File: src/rtl/pcm_idle_pkg.sv
package pcm_idle_pkg;

  // Registered output bundle of the generator
  typedef struct packed {
    logic bclk;
    logic fsync;
    logic fstart;
    logic idle;
    logic err;
  } pcm_out_t;

  localparam pcm_out_t PCM_OUT_RST = '{bclk: 1'b0, fsync: 1'b0, fstart: 1'b0,
                                       idle: 1'b0, err: 1'b0};

endpackage

File: src/rtl/pcm_cfg_shadow.sv
// Holds the configuration for the running frame; captures only on load.
module pcm_cfg_shadow #(
  parameter int HALF_W = 8,
  parameter int POS_W  = 10
) (
  input  logic              clk,
  input  logic              rst_n,
  input  logic              load,
  input  logic [HALF_W-1:0] in_half,
  input  logic [POS_W-1:0]  in_flen,
  input  logic [POS_W-1:0]  in_istart,
  input  logic [POS_W-1:0]  in_iend,
  input  logic [POS_W-1:0]  in_dend,
  output logic [HALF_W-1:0] half_q,
  output logic [POS_W-1:0]  flen_q,
  output logic [POS_W-1:0]  istart_q,
  output logic [POS_W-1:0]  iend_q,
  output logic              win_en_q,
  output logic              err_q
);

  localparam logic [POS_W-1:0]  MIN_FLEN = POS_W'(2);
  localparam logic [HALF_W-1:0] MIN_HALF = HALF_W'(1);

  logic [HALF_W-1:0] half_d;
  logic [POS_W-1:0]  flen_d, istart_d, iend_d;
  logic              win_en_d, err_d;
  logic [HALF_W-1:0] half_clamp;
  logic [POS_W-1:0]  flen_clamp;
  logic              win_ok;

  always_comb begin
    half_clamp = (in_half == '0) ? MIN_HALF : in_half;
    flen_clamp = (in_flen < MIN_FLEN) ? MIN_FLEN : in_flen;
    win_ok     = (in_istart < in_iend) && (in_iend <= flen_clamp);

    half_d   = half_q;
    flen_d   = flen_q;
    istart_d = istart_q;
    iend_d   = iend_q;
    win_en_d = win_en_q;
    err_d    = err_q;
    if (load) begin
      half_d   = half_clamp;
      flen_d   = flen_clamp;
      istart_d = in_istart;
      iend_d   = in_iend;
      win_en_d = win_ok;
      err_d    = win_ok && (in_dend > in_istart);
    end
  end

  always_ff @(posedge clk or negedge rst_n) begin
    if (!rst_n) begin
      half_q   <= MIN_HALF;
      flen_q   <= MIN_FLEN;
      istart_q <= '0;
      iend_q   <= '0;
      win_en_q <= 1'b0;
      err_q    <= 1'b0;
    end else begin
      half_q   <= half_d;
      flen_q   <= flen_d;
      istart_q <= istart_d;
      iend_q   <= iend_d;
      win_en_q <= win_en_d;
      err_q    <= err_d;
    end
  end

  // the held configuration never carries an unclamped value
  a_r3_shadow_clamped: assert property (@(posedge clk) disable iff (!rst_n)
    (half_q != '0) && (flen_q >= MIN_FLEN));

endmodule

File: src/rtl/pcm_frame_timer.sv
// Phase counter inside a bit period and position counter inside a frame.
module pcm_frame_timer #(
  parameter int HALF_W = 8,
  parameter int POS_W  = 10
) (
  input  logic              clk,
  input  logic              rst_n,
  input  logic [HALF_W-1:0] half,
  input  logic [POS_W-1:0]  flen,
  output logic              primed,
  output logic [HALF_W:0]   phase,
  output logic [POS_W-1:0]  pos,
  output logic              load
);

  localparam int PH_W = HALF_W + 1;

  logic [PH_W-1:0]  ph_last;
  logic [POS_W-1:0] pos_last;
  logic             ph_wrap, pos_wrap;
  logic             primed_d;
  logic [PH_W-1:0]  phase_d;
  logic [POS_W-1:0] pos_d;

  always_comb begin
    ph_last  = {half, 1'b0} - PH_W'(1);
    pos_last = flen - POS_W'(1);
    ph_wrap  = (phase >= ph_last);
    pos_wrap = (pos >= pos_last);
    load     = !primed || (ph_wrap && pos_wrap);

    primed_d = 1'b1;
    phase_d  = phase;
    pos_d    = pos;
    if (primed) begin
      if (ph_wrap) begin
        phase_d = '0;
        pos_d   = pos_wrap ? '0 : pos + POS_W'(1);
      end else begin
        phase_d = phase + PH_W'(1);
      end
    end
  end

  always_ff @(posedge clk or negedge rst_n) begin
    if (!rst_n) begin
      primed <= 1'b0;
      phase  <= '0;
      pos    <= '0;
    end else begin
      primed <= primed_d;
      phase  <= phase_d;
      pos    <= pos_d;
    end
  end

  a_r2_phase_range: assert property (@(posedge clk) disable iff (!rst_n)
    phase < {half, 1'b0});

  a_r3_pos_range: assert property (@(posedge clk) disable iff (!rst_n)
    pos < flen);

endmodule

File: src/rtl/pcm_edge_gen.sv
// Decodes counter state into the registered bus outputs.
module pcm_edge_gen #(
  parameter int HALF_W = 8,
  parameter int POS_W  = 10
) (
  input  logic                   clk,
  input  logic                   rst_n,
  input  logic                   primed,
  input  logic [HALF_W:0]        phase,
  input  logic [POS_W-1:0]       pos,
  input  logic [HALF_W-1:0]      half,
  input  logic [POS_W-1:0]       istart,
  input  logic [POS_W-1:0]       iend,
  input  logic                   win_en,
  input  logic                   err_flag,
  output pcm_idle_pkg::pcm_out_t out_q
);

  import pcm_idle_pkg::*;

  pcm_out_t out_d;
  logic     nominal_hi, in_window, at_pos0;

  // The window can only change when the position changes, which is
  // also the start of a period: the previous cycle was low, so gating
  // never cuts a pulse short.
  always_comb begin
    nominal_hi   = (phase < {1'b0, half});
    in_window    = win_en && (pos >= istart) && (pos < iend);
    at_pos0      = (pos == '0);
    out_d.bclk   = primed && nominal_hi && !in_window;
    out_d.fsync  = primed && at_pos0;
    out_d.fstart = primed && at_pos0 && (phase == '0);
    out_d.idle   = primed && in_window;
    out_d.err    = primed && err_flag;
  end

  always_ff @(posedge clk or negedge rst_n) begin
    if (!rst_n) out_q <= PCM_OUT_RST;
    else        out_q <= out_d;
  end

  a_r8_idle_enters_low: assert property (@(posedge clk) disable iff (!rst_n)
    $rose(out_q.idle) |-> !$past(out_q.bclk));

  a_r4_strobe_single: assert property (@(posedge clk) disable iff (!rst_n)
    out_q.fstart |=> !out_q.fstart);

  a_r3_sync_at_start: assert property (@(posedge clk) disable iff (!rst_n)
    $rose(out_q.fsync) |-> out_q.fstart);

endmodule

File: src/rtl/pcm_idle_clkgen.sv
module pcm_idle_clkgen #(
  parameter int HALF_W = 8,
  parameter int POS_W  = 10
) (
  input  logic              clk,
  input  logic              rst_n,
  input  logic [HALF_W-1:0] cfg_half_div,
  input  logic [POS_W-1:0]  cfg_frame_len,
  input  logic [POS_W-1:0]  cfg_idle_start,
  input  logic [POS_W-1:0]  cfg_idle_end,
  input  logic [POS_W-1:0]  cfg_data_end,
  output logic              bclk,
  output logic              fsync,
  output logic              frame_start,
  output logic              idle,
  output logic              cfg_err
);

  import pcm_idle_pkg::*;

  logic [HALF_W-1:0] half_s;
  logic [POS_W-1:0]  flen_s, istart_s, iend_s;
  logic              win_en_s, err_s;
  logic              primed, load;
  logic [HALF_W:0]   phase;
  logic [POS_W-1:0]  pos;
  pcm_out_t          outs;

  pcm_cfg_shadow #(.HALF_W(HALF_W), .POS_W(POS_W)) u_shadow (
    .clk(clk), .rst_n(rst_n), .load(load),
    .in_half(cfg_half_div), .in_flen(cfg_frame_len),
    .in_istart(cfg_idle_start), .in_iend(cfg_idle_end), .in_dend(cfg_data_end),
    .half_q(half_s), .flen_q(flen_s), .istart_q(istart_s), .iend_q(iend_s),
    .win_en_q(win_en_s), .err_q(err_s)
  );

  pcm_frame_timer #(.HALF_W(HALF_W), .POS_W(POS_W)) u_timer (
    .clk(clk), .rst_n(rst_n), .half(half_s), .flen(flen_s),
    .primed(primed), .phase(phase), .pos(pos), .load(load)
  );

  pcm_edge_gen #(.HALF_W(HALF_W), .POS_W(POS_W)) u_edges (
    .clk(clk), .rst_n(rst_n), .primed(primed), .phase(phase), .pos(pos),
    .half(half_s), .istart(istart_s), .iend(iend_s), .win_en(win_en_s),
    .err_flag(err_s), .out_q(outs)
  );

  assign bclk        = outs.bclk;
  assign fsync       = outs.fsync;
  assign frame_start = outs.fstart;
  assign idle        = outs.idle;
  assign cfg_err     = outs.err;

  // the error flag moves only together with a frame start
  a_r10_err_at_frame: assert property (@(posedge clk) disable iff (!rst_n)
    !$stable(cfg_err) |-> frame_start);

endmodule

File: config.mk
export PLATFORM = sky130hd
export DESIGN_NAME = pcm_idle_clkgen
export DESIGN_NICKNAME = d
export VERILOG_FILES = /design/src/rtl/pcm_idle_pkg.sv /design/src/rtl/pcm_cfg_shadow.sv /design/src/rtl/pcm_frame_timer.sv /design/src/rtl/pcm_edge_gen.sv /design/src/rtl/pcm_idle_clkgen.sv
export SDC_FILE = /design/constraint.sdc
export NUM_CORES = 1
export LEC_CHECK = 0
export BUFFER_PORTS_ARGS = -buffer_cell sky130_fd_sc_hd__buf_4
export CORE_MARGIN = 5
export CORE_UTILIZATION = 40
export DETAILED_ROUTE_END_ITERATION = 6
export GPL_ROUTABILITY_DRIVEN = 0
export GPL_TIMING_DRIVEN = 1
export SETUP_SLACK_MARGIN = 0.15
export SYNTH_ARGS = -nofsm -noshare
export SYNTH_HDL_FRONTEND = slang
export SYNTH_SLANG_ARGS = --single-unit
File: constraint.sdc
create_clock -name clk -period 5.35 [get_ports clk]
set_input_delay 0.2675 -clock clk [delete_from_list [all_inputs] [get_ports clk]]
set_output_delay 0.2675 -clock clk [all_outputs]
set_load 0.05 [all_outputs]
# Word-level counts from Yosys, hierarchy flattened
# Cells that the tools add are included.
[word_totals]
regBits = 65
latchBits = 0
ramBits = 0
mem_bits_ro = 0
input_bits = 50
output_inout_bits = 5
elab_cells = 49
n_memories = 0
[classes]
n_addsub = 4
n_mul = 0
div_mod_pow = 0
magnitude_cmp = 9
eq_ne = 0
shifts = 0
n_mux = 4
bitwise = 0
n_reduce_logical = 18
[op_table]
columns = ["cell", "count"]
rows = [
  ["$ge 10x10->1", 2],
  ["$lt 10x10->1", 2],
  ["$mux 10", 2],
  ["$logic_and 1x1->1", 11],
  ["$add 10x1->10 const B", 1],
  ["$gt 10x10->1", 1],
  ["$le 10x10->1", 1],
  ["$logic_not 10->1", 1],
  ["$lt 10x2->1 const B", 1],
  ["$sub 10x1->10 const B", 1],
  ["$add 9x1->9 const B", 1],
  ["$ge 9x9->1", 1],
  ["$logic_not 9->1", 1],
  ["$lt 9x8->1", 1],
  ["$mux 9", 1],
  ["$sub 9x1->9 const B", 1],
  ["$logic_not 8->1", 1],
  ["$mux 8", 1],
  ["$logic_not 1->1", 2],
  ["$reduce_and 2->1", 1],
  ["$logic_or 1x1->1", 1],
]

# Logic depth before layout (Yosys ltp)
# Gate-level depths: netlist of run 1.
[depth]
ltp_word = 5
ltp_mapped = 14
ltp_nobuf = 12

# By module
# A second synthesis of run 1 with hierarchy kept.
[hier_totals]
cells_unflattened = 487
hier_area_um2 = 4783.3
[by_module_without_submodules]
columns = ["mod", "n_inst", "cells_each", "area_per_inst_um2", "seq_area_each_um2"]
rows = [
  ["pcm_cfg_shadow", 1, 196, 2247.2, 1003.5],
  ["pcm_frame_timer", 1, 185, 1686.6, 500.5],
  ["pcm_edge_gen", 1, 106, 849.6, 125.1],
]

# Least setup slack after synthesis of run 1
# No wires, ideal clock.
[synth_timing]
path_kind = "register to register"
from = "register u_shadow.flen_q[3]"
to = "register u_shadow.half_q[1]"
setup_ns = 0.125
arrival_time_ns = 3.006
required_ns = 5.225
path_slack_ns = 2.219
stages_incl_launch_ff = 13
path_buffers = 1
period_less_slack_ns = 3.131
path_cell_list = "dfrtp_1 -> or3_1 -> or2_2 -> nor3_1 -> nand2_1 -> xor2_1 -> ha_1 -> nand4_1 -> a21oi_1 -> a21oi_2 -> o21ai_2 -> buf_4 -> mux2_2"
[synth_between]
elab_chain_cells = 4
[synth_lines]
columns = ["element", "line_no", "rtl"]
rows = [
  ["start: declaration", "pcm_cfg_shadow.sv:15", "output logic [POS_W-1:0] flen_q,"],
  ["start signal: assignment", "pcm_cfg_shadow.sv:63", "flen_q <= flen_d;"],
  ["$sub 10x1->10", "pcm_frame_timer.sv:27", "pos_last = flen - POS_W'(1);"],
  ["$ge 10x10->1", "pcm_frame_timer.sv:29", "pos_wrap = (pos >= pos_last);"],
  ["$logic_and 1x1->1", "pcm_frame_timer.sv:30", "load = !primed || (ph_wrap && pos_wrap);"],
  ["$logic_or 1x1->1", "pcm_frame_timer.sv:30", ""],
  ["end signal: assignment", "pcm_cfg_shadow.sv:62", "half_q <= half_d;"],
  ["end: declaration", "pcm_cfg_shadow.sv:14", "output logic [HALF_W-1:0] half_q,"],
]
# No other way between the ends.
# A chain may end at the register's enable or synchronous reset.

# Worst setup path after layout of run 1
[layout_timing]
from = "register u_shadow.flen_q[3]"
to = "register u_shadow.istart_q[4]"
[layout_between]
elab_chain_cells = 4
[layout_lines]
columns = ["element", "line_no", "rtl"]
rows = [
  ["$sub 10x1->10", "pcm_frame_timer.sv:27", ""],
  ["$ge 10x10->1", "pcm_frame_timer.sv:29", ""],
  ["$logic_and 1x1->1", "pcm_frame_timer.sv:30", ""],
  ["$logic_or 1x1->1", "pcm_frame_timer.sv:30", ""],
  ["end signal: assignment", "pcm_cfg_shadow.sv:64", "istart_q <= istart_d;"],
  ["end: declaration", "pcm_cfg_shadow.sv:16", "output logic [POS_W-1:0] istart_q,"],
]
# No other way between the ends.

==> metrics.md, run 1 <==
| Metric | Value |
|---|---|
| Arrival time at the worst endpoint | ~4.3 ns |
| Transition time at the pin with the least slew margin | 0.902 ns |
| Fraction of final layout cells with drive strength greater than 1 | roughly 18% |
| Biggest area contributors in the synthesized netlist | dfrtp_1, ha_1, inv_1, mux2i_1, mux2_2 |
| Floorplan die width | 119 µm |
| Avg Cell Area, Syn | around 9.8 µm² |
| Number of cells on the worst reg-to-reg path | 11 |
| Routed wire length | 11200 µm |
| Later-pin clock latency in the skew report | between 0.3 and 0.4 ns |
| Maximum vdd drop | 128 µV |
| Run status | completed |
| Hold Vio Cnt, Final | 0 |
| Synthesis Warnings | 0 |
| Clock power frac | 37.2% |
| Post-synthesis cell count | 487 |
| Total setup buffers inserted after CTS | 0 |
| Critical Path Start Type | flip-flop |
| Maximum number of pins on one net before global-route repair | 66 |
| Worst Hold Margin | a little under 0.04 ns |
| HPWL after detailed placement | between 8000 and 9000 µm |
| Level count of the clock H-tree | 3 |
| Vias per inst | about 5.3 |
| GRT Total Usage | 16.6% |
| Count of routing violations after the opening detailed-route iteration | 216 |
| Fmax | 245 MHz |
| Critical path required time | 5.60 ns |
| Number of distinct library cell variants in the gate-level netlist after synthesis | 56 |
| Wire length of the first global-routing pass | between 15000 and 20000 µm |
| Cell type with the highest aggregate area in the netlist | dfrtp_1 |
| Total instance count after detailed placement | slightly below 700 |
| Number of rows in the core area | 40 |
| Most frequent cells in the layout | ha_1, inv_1, dfrtp_1, buf_4, o21ai_0 |
| Internal power summed over all cells | roughly 0.0011 W |
| Endpoint kind of the worst setup timing path | flip-flop |
| Clock tree skew after final layout | 0.00586 ns |
| Setup repair after global routing missed its margin | false |
| Synth Net Count | 616 |
| Initial Util | 40.4% |
| GRT Residual Overflow | 0 |
| Count of final max-slew check failures | 0 |
| Number of buffers inserted for hold repair after clock tree synthesis | 0 |
| Port Buffer Count | 54 |
| Kind of critical path | flip-flop to flip-flop |
| Sequential share of power | 38.2% |
| Static leakage power | 2.91 nW |
| Fraction of synthesis flops using an asynchronous set or reset pin | 100% |
| Number of buffers added by the clock tree synthesis step | 9 |
| Number of enable-type register cells in the synthesized netlist | 0 |
| Minimum setup slack after placement | ~1.3 ns |
| Fraction of synthesized cell area taken by the top area cell type | 32.9% |
| Initial antenna violation count | 0 |
| Total I/O pin count | 55 |
| Number of failing setup endpoints in the final timing report | 0 |
| Post-synthesis instance area | 4790 µm² |
| Post-route total power | 0.00162 W |
| CTS tree | built |
| Vias in the first global route | just under 4000 |
| DRC violations left | 0 |
| Most common cell after layout, fill and taps aside | ha_1 |
| Post-route clock period utilization | 76.4% |
| Relative slew slack | 39.9% |
| Ratio of total power to cell area | around 290 nW/µm² |
| Dominant synthesized flop cell | dfrtp_1 |
| Reg-to-reg critical path startpoint | u_shadow.flen_q[3] |
| Sequential cell area fraction in the yosys report | 34.0% |
| Class of the worst hold path | input port to async pin |
| Switching part of the total | a little under a third |
| Critical register-to-register path endpoint | u_shadow.istart_q[4] |
| Final non-filler cell total | 697 |
| Max capacitance violation total | 0 |
| Antenna Cells | 0 |
| Launch point of the critical path | u_shadow.flen_q[3] |
| Antenna Nets Post-Route | 0 |
| Root Buffer | clkbuf_16 |
| Die height | about 120 µm |
| Nets | 674 |
| Sw Pwr | 0.000507 W |
| Vias post-DR | 3681 |
| Core area | 11900 µm² |
| Post-cts resize count | 0 |
| Number of storage elements in the synthesis netlist | 65 |
| Drt first pass iters | 4 |
| Clock net sink count | 65 |
| Number of buffers on the longest clock path | 2 |
| Gate power share | 24.6% |
| Post-route worst setup slack | 1.26 ns |
| Clock edge transition at the registers on the reported setup and hold paths | 0.06 ns |
| Die footprint | 14300 µm² |
| Register-to-register path setup slack | ~1.3 ns |
| Area Overhead vs Synth | 17.4% |
| Post-route minimum period | 4.09 ns |
| Final sum of negative setup slack | 0 ns |
| Drt wl/cell | 16.0 µm |
| CP max FO | 17 |
-- layout make-up --
type	count	area (µm²)
Clock buffer	12	246
Sequential cell	65	1630
Tap cell	147	184
Fill cell	1128	6240
Inverter	73	274
Clock inverter	4	52.6
Timing Repair Buffer	56	420
Multi-Input combinational cell	340	2820
-- worst max path at each step --
stage | slack [ns] | endpoint | cells after the start
after floorplan | 2.22 | u_shadow.half_q[1] | 12
after global placement | 1.36 | u_shadow.istart_q[5] | 11
after detailed placement | 1.27 | u_shadow.istart_q[4] | 11
after CTS | 1.24 | u_shadow.istart_q[4] | 11
after global routing | 0.98 | u_shadow.iend_q[6] | 12
final | 1.26 | u_shadow.istart_q[4] | 11
-- synthesized netlist by cell type, drive strengths merged (7+ instances only) --
cell and instances:
ha 79, dfrtp 63, nand3 23, a211oi 10
xnor2 13, nor4 7, mux2i 21, nor2 11
nand4 7, nor3 9, mux2 18, o21ai 28
a21o 14, and3 10, a21oi 23, nand2 14
inv 73
-- through the flow --
stage               instance area (µm²)  utilization [%]
floorplan                          4790                -
CTS                                5620             47.4
global placement                   5320             44.9
global route                       5620             47.4
finish                             5620             47.4
detailed placement                 5320             44.9
-- flip-flops by register name (all words and copies together) (netlist names) --
register,flops
u_timer.primed,1
u_shadow.iend_q,10
u_timer.pos,10
u_timer.phase,9
u_shadow.win_en_q,1
u_shadow.err_q,1
u_shadow.flen_q,10
u_edges.out_q,5
u_shadow.half_q,8
u_shadow.istart_q,10
-- power by group through the flow --
stage                     Sequential [W]  Clock (W)  Combinational [W]
after floorplan                 0.000623          0           0.000268
after global placement          0.000626          0           0.000389
after detailed placement        0.000629          0           0.000401
after CTS                       0.000621   0.000613           0.000404
after global routing            0.000631   0.000637           0.000463
final                           0.000619   0.000603           0.000398
-- logic make-up after synthesis --
family          synth area share, %
fa+ha+maj                      20.6
simple gates                   11.6
mux                            8.93
buf+inv                        7.21
xor+xnor                       3.29
other cells                  0.0783
compound gates                 14.3
flops                          34.0
-- critical path, cell delays in order (launching register included) --
cell	delay, ns
dfrtp_1	0.40
or3_1	0.38
or2_2	0.30
nor4_1	0.25
xnor2_1	0.16
ha_1	0.25
a211oi_1	0.24
o21bai_1	0.18
a21oi_2	0.49
o21a_1	0.77
buf_4	0.36
mux2i_1	0.21
-- layer usage --
metal  wire length, µm  up-vias  global-route usage (%)
met5                 0        -                       0
met4               151        0                    4.72
met3               466       16                    3.09
met2              5410       85                    28.6
met1              5150     1721                    21.1
li1                  -     1859                       -
No activity file was read; power rests on OpenSTA's default activity.
==> run 2: changes to the inputs <==
==> constraint.sdc (replaced) <==
create_clock -name clk -period 4.2 [get_ports clk]
set_input_delay 0.21 -clock clk [delete_from_list [all_inputs] [get_ports clk]]
set_output_delay 0.21 -clock clk [all_outputs]
set_load 0.05 [all_outputs]
==> run 2 against run 1 <==
Effect of this change:
- the run now ends with hold timing left
- combinational power grew 30%
- core utilization increased by 0.17 points
- critical endpoint is now u_shadow.iend_q[8]
- cell count up 0.29%
- count of clock-buffer cells in the layout did not move
- sequential power up 27%
- register-to-register slack got worse by 0.81 ns
- worst setup slack worse by 0.81 ns
- maximum frequency grew 9.0%
- clock power up 24%
- largest cell class unchanged
- die area is the same
==> metrics.md, run 2 (synthesized netlist as in run 1, its figures left out) <==
| Metric | Value |
|---|---|
| Maximum number of pins on one net before global-route repair | 66 |
| Die footprint | 14300 µm² |
| Run status | complete, but fails checks |
| Post-cts resize count | 0 |
| Register-to-register path setup slack | 0.45 ns |
| Number of buffers added by the clock tree synthesis step | 9 |
| Wire length of the first global-routing pass | roughly 19000 µm |
| Drt wl/cell | 16.0 µm |
| Core area | about 12000 µm² |
| Routed wire length | 11200 µm |
| Transition time at the pin with the least slew margin | roughly 0.83 ns |
| Number of rows in the core area | 40 |
| Die height | 119 µm |
| Clock edge transition at the registers on the reported setup and hold paths | 0.05 ns |
| Vias per inst | 5.31 |
| Number of buffers on the longest clock path | 2 |
| Count of routing violations after the opening detailed-route iteration | 93 |
| Post-route minimum period | between 3 and 4 ns |
| Final Util | between 40% and 50% |
| Kind of critical path | flip-flop to flip-flop |
| Floorplan die width | 119 µm |
| CTS tree | built |
| Area Overhead vs Synth | 17.8% |
| Count of final max-slew check failures | 0 |
| Max capacitance violation total | 0 |
| Critical register-to-register path endpoint | u_shadow.iend_q[8] |
| Worst setup path endpoint | u_shadow.iend_q[8] |
| Setup repair after global routing missed its margin | false |
| Level count of the clock H-tree | 3 |
| Most common cell after layout, fill and taps aside | ha_1 |
| HPWL after detailed placement | roughly 9000 µm |
| Launch point of the critical path | u_shadow.flen_q[3] |
| Antenna Cells | 0 |
| Initial Util | 40.4% |
| DRC violations left | 0 |
| Arrival time at the worst endpoint | between 3 and 4 ns |
| Static leakage power | 2.92 nW |
| Vias in the first global route | 3832 |
| GRT Total Usage | 16.3% |
| Number of cells on the worst reg-to-reg path | 12 |
| Root Buffer | clkbuf_16 |
| Relative slew slack | about 45% |
| Failing checks | hold timing |
| Fmax | 267 MHz |
| Class of the worst hold path | input port to async pin |
| Critical path required time | 4.43 ns |
| Worst Hold Margin | -0.0377 ns |
| Hold Vio Cnt, Final | 20 |
| Critical Path Start Type | flip-flop |
| Final sum of negative setup slack | 0 ns |
| Most frequent cells in the layout | ha_1, inv_1, dfrtp_1, buf_4, o21ai_0 |
| Clock tree skew after final layout | 0.0127 ns |
| Ratio of total power to cell area | about 360 nW/µm² |
| Number of failing setup endpoints in the final timing report | 0 |
| Fraction of final layout cells with drive strength greater than 1 | 18.1% |
| GRT Residual Overflow | 0 |
| Vias post-DR | 3714 |
| Drt first pass iters | 4 |
| Reg-to-reg critical path startpoint | u_shadow.flen_q[3] |
| Number of buffers inserted for hold repair after clock tree synthesis | 0 |
| Total setup buffers inserted after CTS | 0 |
| CP max FO | 20 |
| Initial antenna violation count | 0 |
| Clock net sink count | 65 |
| Nets | 677 |
| Post-route clock period utilization | just under 90% |
| Total I/O pin count | 55 |
| Maximum vdd drop | 169 µV |
| Port Buffer Count | 54 |
| Endpoint kind of the worst setup timing path | flip-flop |
| Later-pin clock latency in the skew report | 0.33 ns |
| Antenna Nets Post-Route | 0 |
-- run 2: worst min path at each step --
| stage | end | slack [ns] | cells past startpoint |
|---|---|---|---|
| 2_1_floorplan | u_edges.out_q[0] | -0.09 | 0 |
| 3_3_place_gp | u_shadow.half_q[5] | 0.35 | 1 |
| 3_5_place_dp | u_shadow.half_q[5] | 0.37 | 1 |
| 4_1_cts | u_shadow.half_q[5] | 0.03 | 1 |
| 5_1_grt | u_shadow.half_q[5] | 0.07 | 1 |
| 6_report | u_shadow.half_q[5] | -0.04 | 1 |
-- run 2: area by class of cell --
class	instances	area [µm²]
tap	147	184
inverter	73	274
fill	1101	6220
timing repair buffer	59	443
multi-input combinational	340	2820
clock inverter	3	40.0
sequential	65	1630
clock buffer	12	256
-- run 2: power by group --
group	total, W	switching (W)	internal (W)
sequential	0.000789	0.0000869	0.000703
clock	0.000747	0.000261	0.000486
combinational	0.000516	0.000276	0.000241
total	0.00205	0.000624	0.00143
-- run 2: through the flow --
stage / hold slack [ns] / total power (W) / instances / cell area [µm²] / setup WS [ns]
floorplan: -0.0856 / 0.00114 / 487 / 4790 / 1.07
global placement: 0.352 / 0.00129 / 684 / 5350 / 0.608
detailed placement: 0.372 / 0.00132 / 684 / 5350 / 0.504
CTS: 0.0263 / 0.00208 / 699 / 5640 / 0.470
global route: 0.0695 / 0.00219 / 699 / 5640 / 0.290
finish: -0.0377 / 0.00205 / 699 / 5640 / 0.452
-- run 2: worst max-delay path, stage by stage, from the launching register on --
cell and delay, ns:
dfrtp_1 0.40, or3_1 0.39, or2_2 0.30, nor4_1 0.24, xnor2_1 0.16, ha_1 0.26, a211oi_1 0.25, o21bai_1 0.18
a21oi_2 0.51, o21a_1 0.18, buf_4 0.31, buf_4 0.24, mux2i_1 0.23
-- run 2: layer usage --
layer / up-vias / track usage (%) / part of all wire (%)
met3: 11 / 3.09 / 4.1
li1: 1874 / - / -
met1: 1752 / 20.9 / 46
met4: 0 / 4.94 / 1.3
met2: 77 / 28.0 / 49
met5: - / 0 / 0
